## config.mk

```make
export PLATFORM = sky130hd
export DESIGN_NAME = dlist_seq
export DESIGN_NICKNAME = d
export VERILOG_FILES = /design/src/rtl/dlseq_pkg.sv /design/src/rtl/dlseq_ctrl.sv /design/src/rtl/dlseq_pc.sv /design/src/rtl/dlseq_wbus.sv /design/src/rtl/dlist_seq.sv
export SDC_FILE = /design/constraint.sdc
export NUM_CORES = 1
export LEC_CHECK = 0
export BUFFER_PORTS_ARGS = -buffer_cell sky130_fd_sc_hd__buf_4
export CORE_ASPECT_RATIO = 2
export CORE_MARGIN = 10
export CORE_UTILIZATION = 25
export DETAILED_ROUTE_END_ITERATION = 7
export GPL_TIMING_DRIVEN = 0
export HOLD_SLACK_MARGIN = 0.08
export PLACE_DENSITY = 0.46
export SETUP_SLACK_MARGIN = 0.5
export SYNTH_ARGS = -nofsm -noshare
export SYNTH_HDL_FRONTEND = slang
export SYNTH_SLANG_ARGS = --single-unit
export TNS_END_PERCENT = 20
```

## constraint.sdc

```tcl
create_clock -name clk -period 2.7 [get_ports clk]
set_clock_uncertainty 0.15 [all_clocks]
set_input_delay 0.135 -clock clk [delete_from_list [all_inputs] [get_ports clk]]
set_output_delay 0.135 -clock clk [all_outputs]
set_load 0.01 [all_outputs]
```

## src/rtl/dlseq_pkg.sv

```systemverilog
package dlseq_pkg;
    localparam int WORD_W = 16;
    localparam int REGA_W = 8;
    localparam int POS_W  = 15;
    localparam int MASK_W = 14;

    typedef logic [WORD_W-1:0] word_t;

    typedef enum logic [1:0] {
        SQ_OP1  = 2'd0,
        SQ_OP2  = 2'd1,
        SQ_TEST = 2'd2,
        SQ_HOLD = 2'd3
    } sq_state_e;

    typedef enum logic [1:0] {
        OP_MOVE = 2'd0,
        OP_WAIT = 2'd1,
        OP_SKIP = 2'd2
    } op_e;

    typedef struct packed {
        logic              we;
        logic [REGA_W-1:0] addr;
        word_t             data;
    } wr_s;

    // operation class from the low bits of both words
    function automatic op_e classify(word_t w1, word_t w2);
        if (!w1[0])      return OP_MOVE;
        else if (!w2[0]) return OP_WAIT;
        else             return OP_SKIP;
    endfunction
endpackage

```

## src/rtl/dlseq_ctrl.sv

```systemverilog
module dlseq_ctrl
    import dlseq_pkg::*;
(
    input  logic              clk,
    input  logic              rst,
    input  logic              dma_en,
    input  logic              slot_odd,
    input  logic              frame_restart,
    input  logic              mem_gnt,
    input  logic              cond_true,
    input  word_t             mem_rdata,
    output logic              mem_req,
    output logic              fetch_fire,
    output logic              exec_move,
    output logic              skip_take,
    output logic              cmp_active,
    output logic [POS_W-1:0]  cmp_pos,
    output logic [MASK_W-1:0] cmp_mask,
    output logic [REGA_W-1:0] move_dest
);
    sq_state_e         st_q, st_d;
    word_t             ir1_q;
    logic [MASK_W-1:0] ir2_q;
    op_e               op_now;

    always_comb begin
        mem_req    = !rst && dma_en && slot_odd && !frame_restart &&
                     (st_q == SQ_OP1 || st_q == SQ_OP2);
        fetch_fire = mem_req && mem_gnt;
        op_now     = classify(ir1_q, mem_rdata);
        exec_move  = fetch_fire && (st_q == SQ_OP2) && (op_now == OP_MOVE);
        skip_take  = !rst && !frame_restart && (st_q == SQ_TEST) && cond_true;
        cmp_active = (st_q == SQ_TEST) || (st_q == SQ_HOLD);
        cmp_pos    = ir1_q[POS_W:1];
        cmp_mask   = ir2_q;
        move_dest  = ir1_q[REGA_W:1];

        st_d = st_q;
        case (st_q)
            SQ_OP1:  if (fetch_fire) st_d = SQ_OP2;
            SQ_OP2:  if (fetch_fire) begin
                         case (op_now)
                             OP_MOVE: st_d = SQ_OP1;
                             OP_WAIT: st_d = SQ_HOLD;
                             default: st_d = SQ_TEST;
                         endcase
                     end
            SQ_TEST: st_d = SQ_OP1;
            SQ_HOLD: if (slot_odd && cond_true) st_d = SQ_OP1;
            default: st_d = SQ_OP1;
        endcase
        if (frame_restart) st_d = SQ_OP1;
    end

    always_ff @(posedge clk) begin
        if (rst) begin
            st_q  <= SQ_OP1;
            ir1_q <= '0;
            ir2_q <= '0;
        end else begin
            st_q <= st_d;
            if (fetch_fire && st_q == SQ_OP1) ir1_q <= mem_rdata;
            if (fetch_fire && st_q == SQ_OP2) ir2_q <= mem_rdata[MASK_W:1];
        end
    end

    // a hold is left only through an odd slot with a true condition
    a_r4_wake_on_odd: assert property (@(posedge clk) disable iff (rst)
        (st_q == SQ_OP1 && $past(st_q == SQ_HOLD) && !$past(frame_restart))
            |-> $past(slot_odd && cond_true));

    // an ungranted request leaves the sequencer where it was
    a_r10_retry_holds: assert property (@(posedge clk) disable iff (rst)
        (mem_req && !mem_gnt) |=> $stable(st_q));
endmodule

```

## src/rtl/dlseq_pc.sv

```systemverilog
module dlseq_pc #(
    parameter int ADDR_W  = 18,
    parameter int NUM_LOC = 2
) (
    input  logic                      clk,
    input  logic                      rst,
    input  logic                      restart,
    input  logic                      step,
    input  logic                      skip,
    input  logic [NUM_LOC-1:0]        jump_hit,
    input  logic [NUM_LOC*ADDR_W-1:0] loc_flat,
    output logic [ADDR_W-1:0]         pc
);
    localparam logic [ADDR_W-1:0] ONE_W = ADDR_W'(1);
    localparam logic [ADDR_W-1:0] TWO_W = ADDR_W'(2);

    logic [ADDR_W-1:0] loc [NUM_LOC];
    logic [ADDR_W-1:0] jump_tgt;

    generate
        for (genvar k = 0; k < NUM_LOC; k++) begin : g_loc
            assign loc[k] = loc_flat[k*ADDR_W +: ADDR_W];
        end
    endgenerate

    always_comb begin
        jump_tgt = '0;
        for (int k = NUM_LOC - 1; k >= 0; k--) begin
            if (jump_hit[k]) jump_tgt = loc[k];
        end
    end

    // arithmetic wraps naturally at the counter width
    always_ff @(posedge clk) begin
        if (rst)            pc <= '0;
        else if (restart)   pc <= loc[0];
        else if (|jump_hit) pc <= jump_tgt;
        else if (skip)      pc <= pc + TWO_W;
        else if (step)      pc <= pc + ONE_W;
    end

    // frame restart lands on location 0
    a_r7_restart_load: assert property (@(posedge clk) disable iff (rst)
        restart |=> (pc == $past(loc_flat[ADDR_W-1:0])));

    // the counter moves only on a fetch, hop, jump or restart
    a_r9_pc_idle_stable: assert property (@(posedge clk) disable iff (rst)
        !(restart || step || skip || (|jump_hit)) |=> $stable(pc));
endmodule

```

## src/rtl/dlseq_wbus.sv

```systemverilog
module dlseq_wbus
    import dlseq_pkg::*;
#(
    parameter int NUM_LOC  = 2,
    parameter int JMP_BASE = 'h44
) (
    input  logic              clk,
    input  logic              rst,
    input  logic              exec,
    input  logic [REGA_W-1:0] dest,
    input  word_t             data,
    output logic [NUM_LOC-1:0] jump_hit,
    output wr_s               wr
);
    generate
        for (genvar k = 0; k < NUM_LOC; k++) begin : g_strobe
            localparam logic [REGA_W-1:0] STROBE_A = REGA_W'(JMP_BASE + k);
            assign jump_hit[k] = exec && (dest == STROBE_A);
        end
    endgenerate

    always_ff @(posedge clk) begin
        if (rst) begin
            wr <= '0;
        end else begin
            wr.we <= exec;
            if (exec) begin
                wr.addr <= dest;
                wr.data <= data;
            end
        end
    end

    // a strobe hit is also visible as a write in the strobe range
    a_r6_strobe_written: assert property (@(posedge clk) disable iff (rst)
        (|jump_hit) |=> (wr.we && wr.addr >= REGA_W'(JMP_BASE)));
endmodule

```

## src/rtl/dlist_seq.sv

```systemverilog
module dlist_seq
    import dlseq_pkg::*;
#(
    parameter int ADDR_W   = 18,
    parameter int NUM_LOC  = 2,
    parameter int JMP_BASE = 'h44
) (
    input  logic                      clk,
    input  logic                      rst,
    input  logic                      dma_en,
    input  logic                      slot_odd,
    input  logic                      frame_restart,
    input  logic [NUM_LOC*ADDR_W-1:0] loc_addrs,
    output logic                      mem_req,
    output logic [ADDR_W-1:0]         mem_addr,
    input  logic                      mem_gnt,
    input  logic [15:0]               mem_rdata,
    output logic [14:0]               cmp_pos,
    output logic [13:0]               cmp_mask,
    output logic                      cmp_active,
    input  logic                      cond_true,
    output logic                      reg_we,
    output logic [7:0]                reg_addr,
    output logic [15:0]               reg_wdata
);
    logic              fetch_fire, exec_move, skip_take;
    logic [REGA_W-1:0] move_dest;
    logic [NUM_LOC-1:0] jump_hit;
    wr_s               wr;

    dlseq_ctrl u_ctrl (
        .clk(clk), .rst(rst), .dma_en(dma_en), .slot_odd(slot_odd),
        .frame_restart(frame_restart), .mem_gnt(mem_gnt), .cond_true(cond_true),
        .mem_rdata(mem_rdata), .mem_req(mem_req), .fetch_fire(fetch_fire),
        .exec_move(exec_move), .skip_take(skip_take), .cmp_active(cmp_active),
        .cmp_pos(cmp_pos), .cmp_mask(cmp_mask), .move_dest(move_dest)
    );

    dlseq_pc #(.ADDR_W(ADDR_W), .NUM_LOC(NUM_LOC)) u_pc (
        .clk(clk), .rst(rst), .restart(frame_restart), .step(fetch_fire),
        .skip(skip_take), .jump_hit(jump_hit), .loc_flat(loc_addrs), .pc(mem_addr)
    );

    dlseq_wbus #(.NUM_LOC(NUM_LOC), .JMP_BASE(JMP_BASE)) u_wbus (
        .clk(clk), .rst(rst), .exec(exec_move), .dest(move_dest),
        .data(mem_rdata), .jump_hit(jump_hit), .wr(wr)
    );

    assign reg_we    = wr.we;
    assign reg_addr  = wr.addr;
    assign reg_wdata = wr.data;

    // every write stems from a cycle with fetching enabled
    a_r8_we_needs_dma: assert property (@(posedge clk) disable iff (rst)
        reg_we |-> $past(dma_en));

    // the memory port is idle while a comparator decision is pending
    a_r4_quiet_hold: assert property (@(posedge clk) disable iff (rst)
        cmp_active |-> !mem_req);
endmodule

```

# Yosys cells after proc, flatten, opt, wreduce, memory -nomap -nowiden
# Cells that the tools add are included.
# op_classes
reduce_logical	24
mux	13
eq_ne	9
addsub	2
# op_table
operator	count
$mux 18	6
$add 18x1->18 const B	1
$add 18x2->18 const B	1
$eq 8x7->1 const B	2
$logic_and 1x1->1	14
$mux 2	5
$pmux 2 s4	1
$eq 2x1->1 const B	2
$eq 2x2->1 const B	2
$logic_not 2->1	2
$ne 2x1->1 const B	2
$pmux 2 s2	1
$reduce_bool 4->1	1
$reduce_or 2->1	2
$reduce_and 3->1	1
$logic_not 1->1	2
$logic_or 1x1->1	2
$ne 2x2->1 const B	1
# totals
regBits	75
wordCells	55
inputBits	59
out_inout_bits	74

# Logic depth before layout (Yosys ltp)
# Gate-level depths: netlist of run 1.
# logic_depth
word_depth	13
mapped_depth	9

# Modules after synthesis
# From an unflattened synthesis of run 1, not the netlist that was laid out.
# hier_totals
hier_cells	475
area_unflattened_um2	3977.6
# by_module_without_submodules
mod	area_per_inst_um2	cells_per_inst	n_inst	seq_area_each_um2
dlseq_pc	1537.7	208	1	360.3
dlseq_ctrl	1536.5	182	1	640.6
dlseq_wbus	903.4	85	1	500.5

# Worst setup path after synthesis of run 1
# Ideal clock, no wire load.
# synth_path
path_type	reg-to-reg
start	register u_ctrl.st_q[1]
end	register u_pc.pc[12]
t_arrival_ns	1.708
t_required_ns	2.428
slack_ns	0.720
stages_incl_launch_ff	9
period_less_slack_ns	1.980
cell_sequence	dfxtp_1 clkbuf_2 nor2b_1 and4_1 buf_6 nand3_2 o221a_1 o211a_1 a221o_1
# synth_between
elab_chain_cells	11
word_cells_on_any_way	19
classes_between	eq/ne: 2; mux: 5; reduce/logical: 12
# synth_rtl
item	line_no	source
from (decl)	dlseq_ctrl.sv:21	sq_state_e st_q, st_d;
from (signal assigned)	dlseq_ctrl.sv:61	st_q <= st_d;
$eq 2x1->1 or $logic_not 2->1 (tied branches)	dlseq_ctrl.sv:28, dlseq_ctrl.sv:31	
$logic_or 1x1->1	dlseq_ctrl.sv:28	(st_q == SQ_OP1 || st_q == SQ_OP2);
$logic_and 1x1->1	dlseq_ctrl.sv:27	mem_req = !rst && dma_en && slot_odd && !frame_restart &&
$logic_and 1x1->1	dlseq_ctrl.sv:29	fetch_fire = mem_req && mem_gnt;
$logic_and 1x1->1 (2 in series)	dlseq_ctrl.sv:31	exec_move = fetch_fire && (st_q == SQ_OP2) && (op_now == OP_MOVE);
$logic_and 1x1->1	dlseq_wbus.sv:18	assign jump_hit[k] = exec && (dest == STROBE_A);
$mux 18 (2 in series)	dlseq_pc.sv:29	if (jump_hit[k]) jump_tgt = loc[k];
$mux 18	dlseq_pc.sv:37	else if (|jump_hit) pc <= jump_tgt;
$mux 18	dlseq_pc.sv:36	else if (restart) pc <= loc[0];
to (signal assigned)	dlseq_pc.sv:36	
to (signal assigned)	dlseq_pc.sv:37	
to (signal assigned)	dlseq_pc.sv:38	else if (skip) pc <= pc + TWO_W;
to (decl)	dlseq_pc.sv:12	output logic [ADDR_W-1:0] pc
# Several ways; a longest one is shown, not always the timed one.
# A chain may end at the register's enable or synchronous reset.

# Worst setup path after layout of run 1
# layout_path
start	register u_ctrl.ir1_q[7]
end	register u_pc.pc[12]
# layout_between
elab_chain_cells	6
word_cells_on_any_way	10
classes_between	eq/ne: 2; mux: 4; reduce/logical: 4
# layout_rtl
item	line_no	source
from (decl)	dlseq_ctrl.sv:22	word_t ir1_q;
from (signal assigned)	dlseq_ctrl.sv:62	if (fetch_fire && st_q == SQ_OP1) ir1_q <= mem_rdata;
$eq 8x7->1	dlseq_wbus.sv:18	
$logic_and 1x1->1	dlseq_wbus.sv:18	
$mux 18 (2 in series)	dlseq_pc.sv:29	
$mux 18	dlseq_pc.sv:37	
$mux 18	dlseq_pc.sv:36	
# Several ways; a longest one is shown, not always the timed one.

==> reports/metrics.csv, run 1 <==
metric,value,unit
status,"finished, final reports clean",
most frequent cells in the layout,"buf_4, nand2_1, dfxtp_1",
clock root buffer master,clkbuf_16,
detailed router's first-iteration violation count,123,
Reg2Reg Launch Point,u_ctrl.ir1_q[7],
filler cell count,1514,
"FFs w/ async S/R, synth",0,%
Post-Syn Area,0.00363,mm^2
Port Buffers,131,
initial antenna violation count,0,
placed cells,788,
CORE AREA,0.0143,mm^2
Fin Setup TNS,0,ns
Int Pwr,2.04,mW
Setup-failing EPs final,0,
Max VDD drop,0.410,mV
cell area after layout,0.00577,mm^2
gp weighted congestion,0.901,
worst r2r path cells,6,
post-route ant nets,0,
CTS max path bufs,2,
slew margin rel.,55.0,%
WL/cell,18.7,um
Mapped Cells,465,
Reg power frac,42.0,%
area of the multi-input gates,0.00195,mm^2
CTS buffer count,9,
DIE HEIGHT,190,um
CTS Sinks,75,
"Power, Total",2.77,mW
worst min path class,in2reg,
Worst Tran Pin Value,0.676,ns
fin. max-slew vios,0,
Leakage,2.37,nW
P_sw,727,uW
combinational power share,12.3,%
Non-Filler Instances,851,
Worst R2R Setup Slack,0.53,ns
GRT overflow,0,
Antenna Diode Count,0,
clock share of power,45.8,%
"Hold Vio Cnt, Final",0,
RR Endpoint,u_pc.pc[12],
Crit path arrival time,2.25,ns
"EDFF count, synth",0,
pwr dens,480,mW/mm^2
register area,0.00151,mm^2
Max Cap Viol,0,
Mapped Nets,526,
"commonest non-fill, non-tap cell in the layout",buf_4,
htree depth,3,
Setup WS post-layout,0.530,ns
CP cell instances,"nor4b_2, and2_2, a31oi_4, o221a_1, o211a_1, a221o_1",
CP max stage delay,0.47,ns
hold path depth,4,
sequential-to-total area share from yosys stat,41.4,%
critical path peak fanout,7,
register clock-pin slew on the reported worst setup and hold paths,0.07,ns
fin nets,715,
clock latency on the worst-skew pair,0.34,ns
via count,4039,
final wirelength,15900,um
Starting Density,25.4,%
maximum clock frequency,0.461,GHz
Ys Warns,0,
Synth-to-Final Area Change,59.0,%
Critical Path RT,2.78,ns
RSZ-0062 raised after global routing,true,
largest net degree at the start of global routing,16,
dpl hpwl,12700,um
drc violations,0,
vias in the first global route,4440,
Worst setup SP type,flip-flop,
Worst setup EP type,flip-flop,
Pre-antenna DRT Iters,6,
final worst path period share,80.4,%
Place WS,0.0304,ns
area post-placement,0.00485,mm^2
die area,0.0200,mm^2
Synth Flop Type,dfxtp_1,
hold path start,loc_addrs[20],
Period minus WS final,2.17,ns
Layout Utilization,40.4,%
Setup CP Type,reg2reg,
layout cells sized above 1,32.8,%
CTS tree,yes,
first-pass GRT wire length,24900,um
row count,62,
all-layer global routing usage,15.8,%
I/O Pins,133,
CP max-delay cell,dfxtp_1,
Hold Path End,u_pc.pc[2],
sw frac,26.2,%
Die W,105,um
synthesized flop and latch total,75,
Mean Syn Cell Area,7.81,um^2
via-per-instance ratio,4.75,
Synth cell types,57,
Fin Hold WS,0.0925,ns
-- synthesized netlist by cell type, types with 2 or more instances --
master    count  area share, %
clkbuf_1     24            2.5
buf_4        16            3.3
dfxtp_1      75             41
xnor2_1       3           0.72
nand2b_1      3           0.52
a311oi_1      2           0.48
a31oi_1       3           0.52
nor3_1        3           0.41
and4_1        2           0.48
a211oi_1      8            1.7
and3_1        6            1.0
a32oi_1       2           0.48
a21oi_1      63            8.7
xor2_1        3           0.72
nor2_1       15            1.6
o31ai_1       3           0.62
o221ai_1      5            1.2
o21ai_0      10            1.4
nand4_1       7            1.2
o211ai_1      3           0.62
ha_1          2           0.69
nor3b_1       2           0.41
o22ai_1       3           0.52
and2_1        7            1.2
or3_1         2           0.34
mux2i_1       3           0.83
a211o_1       3           0.72
nand2_1     126             13
nand3_1      11            1.5
clkbuf_2      2           0.28
a22o_1        2           0.48
or2_2         4           0.69
o221a_1       2           0.62
nor4b_1       2           0.48
o211a_1       2           0.55
a21o_1        3           0.62
and3b_1       2           0.48
a221oi_1      3           0.72
buf_2         4           0.55
inv_1         7           0.72
-- flip-flops by register name, summed over array words and instances, names as in the netlist --
signal / count
u_ctrl.st_q: 2
u_ctrl.ir1_q: 16
u_ctrl.cmp_mask: 14
u_pc.pc: 18
u_wbus.wr: 25
-- routing by layer --
metal / share of wire [%] / wire, um / up-vias / GRT usage (%)
li1: - / - / 1992 / -
met1: 35 / 5570 / 1881 / 14.5
met2: 56 / 8960 / 137 / 30.9
met3: 5.2 / 833 / 29 / 3.93
met4: 3.5 / 560 / 0 / 7.70
met5: 0 / 0 / - / 0
-- worst max-delay path by stage --
stage	startpoint	endpoint	slack, ns
floorplan	u_ctrl.st_q[1]	u_pc.pc[12]	0.72
global placement	u_ctrl.st_q[1]	u_pc.pc[1]	0.05
detailed placement	u_ctrl.st_q[1]	u_pc.pc[1]	0.03
CTS	u_ctrl.ir1_q[1]	u_pc.pc[0]	0.41
global route	frame_restart	u_pc.pc[6]	0.46
finish	u_ctrl.ir1_q[7]	u_pc.pc[12]	0.53
-- critical path: cells and delay by family, from the launching register on --
kind	cells	cell delay, ns
compound gates	4	0.85
simple gates	2	0.58
flops	1	0.47
-- power groups by stage --
stage	clock, mW	sequential [mW]	combinational, mW
6_report	1.27	1.16	0.339
5_1_grt	1.35	1.17	0.370
4_1_cts	1.31	1.16	0.339
3_5_place_dp	0	1.19	0.281
3_3_place_gp	0	1.19	0.279
2_1_floorplan	0	1.18	0.113
-- cells by family (layout without fill, tap and decap cells) --
logic type / count (synthesis) / after routing / synth area share (%)
AO/OA/AOI/OAI: 126 / 126 / 22.7
XOR/XNOR: 6 / 6 / 1.45
adder cells (fa/ha/maj): 2 / 2 / 0.689
buffers and inverters: 55 / 249 / 7.76
flip-flops: 75 / 75 / 41.4
multiplexers: 4 / 4 / 1.14
AND/OR/NAND/NOR: 197 / 197 / 24.9
-- final cells by class --
type | instances | area share [%]
multi-input combinational | 335 | 33.9
tap | 192 | 4.16
sequential | 75 | 26.1
clock inverter | 7 | 1.43
inverter | 8 | 0.520
buffer | 47 | 4.92
timing repair buffer | 178 | 25.1
clock buffer | 9 | 3.90
-- timing repair --
action / 4_1_cts / 5_1_grt
pin swaps: 0 / 2
setup buffers: 0 / 1
endpoints found under the hold margin: 63 / 0
gates resized for setup: 19 / 40
endpoints found under the setup margin: 30 / 48
hold buffers: 46 / 0
Note: power is estimated with default switching activity, not from simulation.
==> inputs of run 2 (changes only) <==
- clock period: 2.7 -> 2.1 ns (I/O delays scaled with it)
==> run 2 against run 1 <==
Compared with the run above:
- non-clock buffer count grew 31
- hold slack lost 0.015 ns
- clock power grew 28%
- core utilization grew 3.9 points
- via count grew 5.6%
- sequential power grew 29%
- maximum frequency grew 7.9%
- register-to-register slack lost 0.44 ns
- die area is the same
- total power grew 30%
- largest cell class is now non-clock buffers
- largest power group unchanged
==> reports/metrics.csv, run 2 (synthesized netlist as in run 1, its figures left out) <==
metric,value,unit
status,"finished, final reports clean",
Crit. Startpoint,u_ctrl.ir1_q[0],
Worst Tran Pin Value,0.692,ns
Top reg by flops,u_wbus.wr,
Setup CP Type,reg2reg,
Period minus WS final,2.01,ns
DIE HEIGHT,190,um
I/O Pins,133,
fin nets,746,
fin. max-slew vios,0,
Antenna Diode Count,0,
drc violations,0,
final worst path period share,95.8,%
hold path start,loc_addrs[25],
post-route ant nets,0,
CTS Sinks,75,
Worst setup EP type,flip-flop,
all-layer global routing usage,16.4,%
die area,0.0200,mm^2
Starting Density,25.4,%
Setup-failing EPs final,0,
slew margin rel.,53.9,%
"Hold Vio Cnt, Final",0,
first-pass GRT wire length,25600,um
pwr dens,570,mW/mm^2
number of flip-flops in the largest register,25,
final wirelength,16800,um
Port Buffers,131,
via-per-instance ratio,4.83,
CORE AREA,0.0143,mm^2
vias in the first global route,4527,
gp weighted congestion,0.897,
RSZ-0062 raised after global routing,true,
Max Cap Viol,0,
CTS buffer count,9,
largest net degree at the start of global routing,16,
row count,62,
Fin Hold WS,0.0770,ns
clock latency on the worst-skew pair,0.34,ns
CP max-delay cell,dfxtp_4,
GRT overflow,0,
critical path peak fanout,5,
CP cell instances,"nor4b_4, and2_4, a31oi_4, o221a_1, o211a_1, a221o_1",
Worst setup SP type,flip-flop,
initial antenna violation count,0,
Reg2Reg Launch Point,u_ctrl.ir1_q[0],
Fin Setup TNS,0,ns
Pre-antenna DRT Iters,5,
"commonest non-fill, non-tap cell in the layout",buf_4,
Critical Path RT,2.18,ns
Place WS,-0.376,ns
clock root buffer master,clkbuf_16,
detailed router's first-iteration violation count,143,
Max VDD drop,0.368,mV
maximum clock frequency,0.497,GHz
Setup WS post-layout,0.0887,ns
Worst R2R Setup Slack,0.09,ns
worst min path class,in2reg,
Crit path arrival time,2.09,ns
CP max stage delay,0.35,ns
register clock-pin slew on the reported worst setup and hold paths,0.07,ns
htree depth,3,
via count,4264,
most frequent cells in the layout,"buf_4, nand2_1, dfxtp_1",
Synth-to-Final Area Change,74.3,%
Leakage,2.60,nW
Regs by FF count,"u_wbus.wr x25, u_pc.pc x18, u_ctrl.ir1_q x16",
CTS max path bufs,2,
layout cells sized above 1,40.3,%
CTS tree,yes,
WL/cell,19.0,um
Die W,105,um
dpl hpwl,12700,um
==> run 2: changes by cell type in the layout (fill, tap and decap cells not counted), moves of 4 or more <==
| cell | delta |
|---|---|
| a21oi_1 | -5 |
| a21oi_2 | +4 |
| buf_4 | +22 |
| buf_6 | +10 |
| buf_8 | +4 |
| clkbuf_2 | -4 |
| clkbuf_8 | +4 |
| dfxtp_1 | -9 |
| dfxtp_2 | +7 |
| nand2_1 | -4 |
| nor2_2 | -4 |
==> run 2: per-layer routing <==
layer	wire (um)	up-vias	track usage, %
met5	0	-	0
met4	972	0	9.71
met3	940	49	4.06
met2	9220	170	31.7
met1	5620	1989	14.9
li1	-	2056	-
==> run 2: path summary, 6_finish.rpt <==
check,end,depth (start not counted)
setup / recovery,u_pc.pc[12],6
hold / removal,u_pc.pc[7],3
setup reg to reg,u_pc.pc[12],6
hold reg to reg,u_wbus.wr[7],2
==> run 2: repair_timing <==
item | in CTS | in global routing
setup buffers | 23 | 5
resized for setup | 59 | 49
pin swaps | 21 | 10
setup endpoints to repair | 69 | 71
endpoints found under the hold margin | 65 | 0
cloned | 2 | 2
hold buffers | 46 | 0
==> run 2: cell type report <==
class                           count  area, um^2
Tap cell                          192         240
Inverter                            8        32.5
Clock buffer                        9         225
Fill cell                        1457        7950
Buffer                             47         394
Multi-Input combinational cell    335        2110
Sequential cell                    75        1520
Timing Repair Buffer              209        1730
Clock inverter                      7        82.6
==> run 2: power breakdown <==
part           leakage [nW]  total, mW  internal, mW  switching, mW
clock                 0.145       1.63         0.940          0.693
sequential            0.614       1.50          1.45         0.0468
combinational          1.85      0.476         0.258          0.218
total                  2.60       3.61          2.65          0.957
==> run 2: critical path: cells and delay by family (launching register included) <==
family	cells	cell delay (ns)
AO/OA/AOI/OAI	4	0.79
AND/OR/NAND/NOR	2	0.60
flip-flops	1	0.35
==> run 2: metrics by stage <==
step	util (%)	power, mW	area (um^2)	instances
floorplan	-	1.67	3740	465
global placement	34.8	1.90	4960	788
detailed placement	34.8	1.90	4960	788
CTS	43.1	3.63	6160	875
global route	44.3	3.75	6330	882
finish	44.3	3.61	6330	882
==> inputs of run 3 (changes only) <==
--- a/config.mk
+++ b/config.mk
@@ -8,6 +8,7 @@
 export BUFFER_PORTS_ARGS = -buffer_cell sky130_fd_sc_hd__buf_4
 export CORE_ASPECT_RATIO = 2
-export CORE_MARGIN = 10
+export CORE_MARGIN = 2
 export CORE_UTILIZATION = 25
+export CTS_BUF_LIST = sky130_fd_sc_hd__clkbuf_16
 export DETAILED_ROUTE_END_ITERATION = 7
 export GPL_TIMING_DRIVEN = 0
--- a/constraint.sdc
+++ b/constraint.sdc
@@ -3,3 +3,3 @@
 set_input_delay 0.105 -clock clk [delete_from_list [all_inputs] [get_ports clk]]
 set_output_delay 0.105 -clock clk [all_outputs]
-set_load 0.01 [all_outputs]
+set_load 0.05 [all_outputs]
==> run 3 against run 2 <==
Compared with the run above:
- final cell count stayed put
- die area is 22% lower
- combinational power is 18% higher
- via count is 1.6% lower
- routed wire length is 6.5% lower
- global-route usage is 3.3 points higher
- non-clock buffer count stayed put
- sequential share of layout area is 0.29 points higher
- critical endpoint unchanged
==> reports/metrics.csv, run 3 (synthesized netlist as in run 1, its figures left out) <==
metric,value,unit
status,"finished, final reports clean",
CP cell instances,"buf_8, nor2b_4, and4_4, buf_8, nand3_4, o221a_1, o211a_1, a221o_1",
clock root buffer master,clkbuf_16,
DIE HEIGHT,174,um
fin nets,746,
largest net degree at the start of global routing,16,
Synth-to-Final Area Change,75.4,%
"Power, Total",3.56,mW
Setup-failing EPs final,0,
register clock-pin slew on the reported worst setup and hold paths,0.07,ns
Fin Hold WS,0.105,ns
Non-Filler Instances,882,
cell area after layout,0.00637,mm^2
slew margin rel.,50.1,%
Setup CP Type,reg2reg,
worst r2r path cells,8,
RR Endpoint,u_pc.pc[12],
Regs by FF count,"u_wbus.wr x25, u_pc.pc x18, u_ctrl.ir1_q x16",
Max Cap Viol,0,
CORE AREA,0.0143,mm^2
Worst Tran Pin Value,0.749,ns
Worst setup EP type,flip-flop,
Port Buffers,131,
CP max stage delay,0.32,ns
all-layer global routing usage,19.7,%
WL/cell,17.8,um
"Hold Vio Cnt, Final",0,
CP max-delay cell,dfxtp_2,
P_sw,1.04,mW
layout cells sized above 1,41.0,%
dpl hpwl,11600,um
Max VDD drop,0.402,mV
row count,62,
sw frac,29.0,%
via count,4195,
vias in the first global route,4299,
final worst path period share,96.5,%
area of the multi-input gates,0.00212,mm^2
Worst setup SP type,flip-flop,
CTS buffer count,9,
worst min path class,in2reg,
CTS tree,yes,
most frequent cells in the layout,"buf_4, nand2_1, a21oi_1",
drc violations,0,
Die W,89.2,um
area post-placement,0.00503,mm^2
first-pass GRT wire length,22900,um
gp weighted congestion,0.892,
filler cell count,1513,
Period minus WS final,2.03,ns
clock latency on the worst-skew pair,0.34,ns
post-route ant nets,0,
via-per-instance ratio,4.76,
CTS max path bufs,2,
combinational power share,15.8,%
"commonest non-fill, non-tap cell in the layout",buf_4,
Critical Path RT,2.18,ns
busiest grt layer,met2,
Pre-antenna DRT Iters,4,
met1 usage,18.4,%
htree depth,3,
detailed router's first-iteration violation count,170,
GRT overflow,0,
Reg2Reg Launch Point,u_ctrl.st_q[1],
RSZ-0062 raised after global routing,true,
clock share of power,42.2,%
GR Util met2,38.4,%
Worst R2R Setup Slack,0.07,ns
Reg power frac,42.0,%
placed cells,788,
number of flip-flops in the largest register,25,
initial antenna violation count,0,
met3 usage,2.66,%
register area,0.00155,mm^2
Starting Density,25.4,%
pwr dens,560,mW/mm^2
critical path peak fanout,8,
Int Pwr,2.53,mW
fin. max-slew vios,0,
Top reg by flops,u_wbus.wr,
die area,0.0156,mm^2
Antenna Diode Count,0,
Leakage,2.61,nW
I/O Pins,133,
hold path depth,4,
final wirelength,15700,um
hold path start,loc_addrs[20],
"most used cell, CP",buf_8,
CTS Sinks,75,
maximum clock frequency,0.494,GHz
Hold Path End,u_pc.pc[2],
Crit path arrival time,2.11,ns
[run 3: worst max path at each step]
| stage | slack [ns] | startpoint | cells past startpoint | to |
|---|---|---|---|---|
| final | 0.07 | u_ctrl.st_q[1] | 8 | u_pc.pc[12] |
| after global routing | 0.007 | u_ctrl.ir1_q[1] | 6 | u_pc.pc[6] |
| after CTS | 0.04 | u_ctrl.st_q[1] | 8 | u_pc.pc[12] |
| after detailed placement | -0.41 | rst | 6 | u_pc.pc[1] |
| after global placement | -0.43 | rst | 6 | u_pc.pc[1] |
| after floorplan | 0.19 | u_pc.pc[6] | 8 | u_pc.pc[13] |
[run 3: through the flow]
stage / util (%) / TNS, ns / setup slack [ns]
4_1_cts: 42.3 / 0 / 0.0407
6_report: 44.6 / 0 / 0.0742
3_5_place_dp: 35.2 / -3.93 / -0.412
2_1_floorplan: - / 0 / 0.189
3_3_place_gp: 35.2 / -3.14 / -0.435
5_1_grt: 44.6 / 0 / 0.00663
[run 3: routing by layer]
metal / wire length [um] / vias to the layer above
met4: 705 / 0
li1: - / 2059
met5: 0 / -
met2: 9030 / 136
met1: 5340 / 1969
met3: 599 / 31
[run 3: worst max-delay path: cells and delay by family (launching register included)]
family / cells / cell delay (ns)
buffers and inverters: 2 / 0.27
and+or+nand+nor: 3 / 0.50
AOI/OAI and AO/OA: 3 / 0.69
DFF: 1 / 0.32
[run 3: final cells by class]
| cell class | count | area share (%) |
|---|---|---|
| timing repair buffer | 209 | 27.3 |
| sequential | 75 | 24.3 |
| inverter | 8 | 0.590 |
| tap | 192 | 3.77 |
| clock buffer | 9 | 3.54 |
| buffer | 47 | 6.17 |
| clock inverter | 7 | 0.904 |
| multi-input combinational | 335 | 33.4 |
[run 3: power by group through the flow]
stage | sequential [mW] | clock (mW) | combinational (mW)
floorplan | 1.60 | 0 | 0.164
global placement | 1.53 | 0 | 0.454
detailed placement | 1.53 | 0 | 0.455
CTS | 1.50 | 1.55 | 0.550
global route | 1.50 | 1.61 | 0.600
finish | 1.50 | 1.50 | 0.563
[run 3: what timing repair did]
item                                   CTS  global route
gates cloned                             0             1
hold buffers                            51             0
setup endpoints to repair               69            74
resized for setup                       35            71
buffers inserted                         9            17
pin swaps                               11            15
endpoints found under the hold margin   65             0
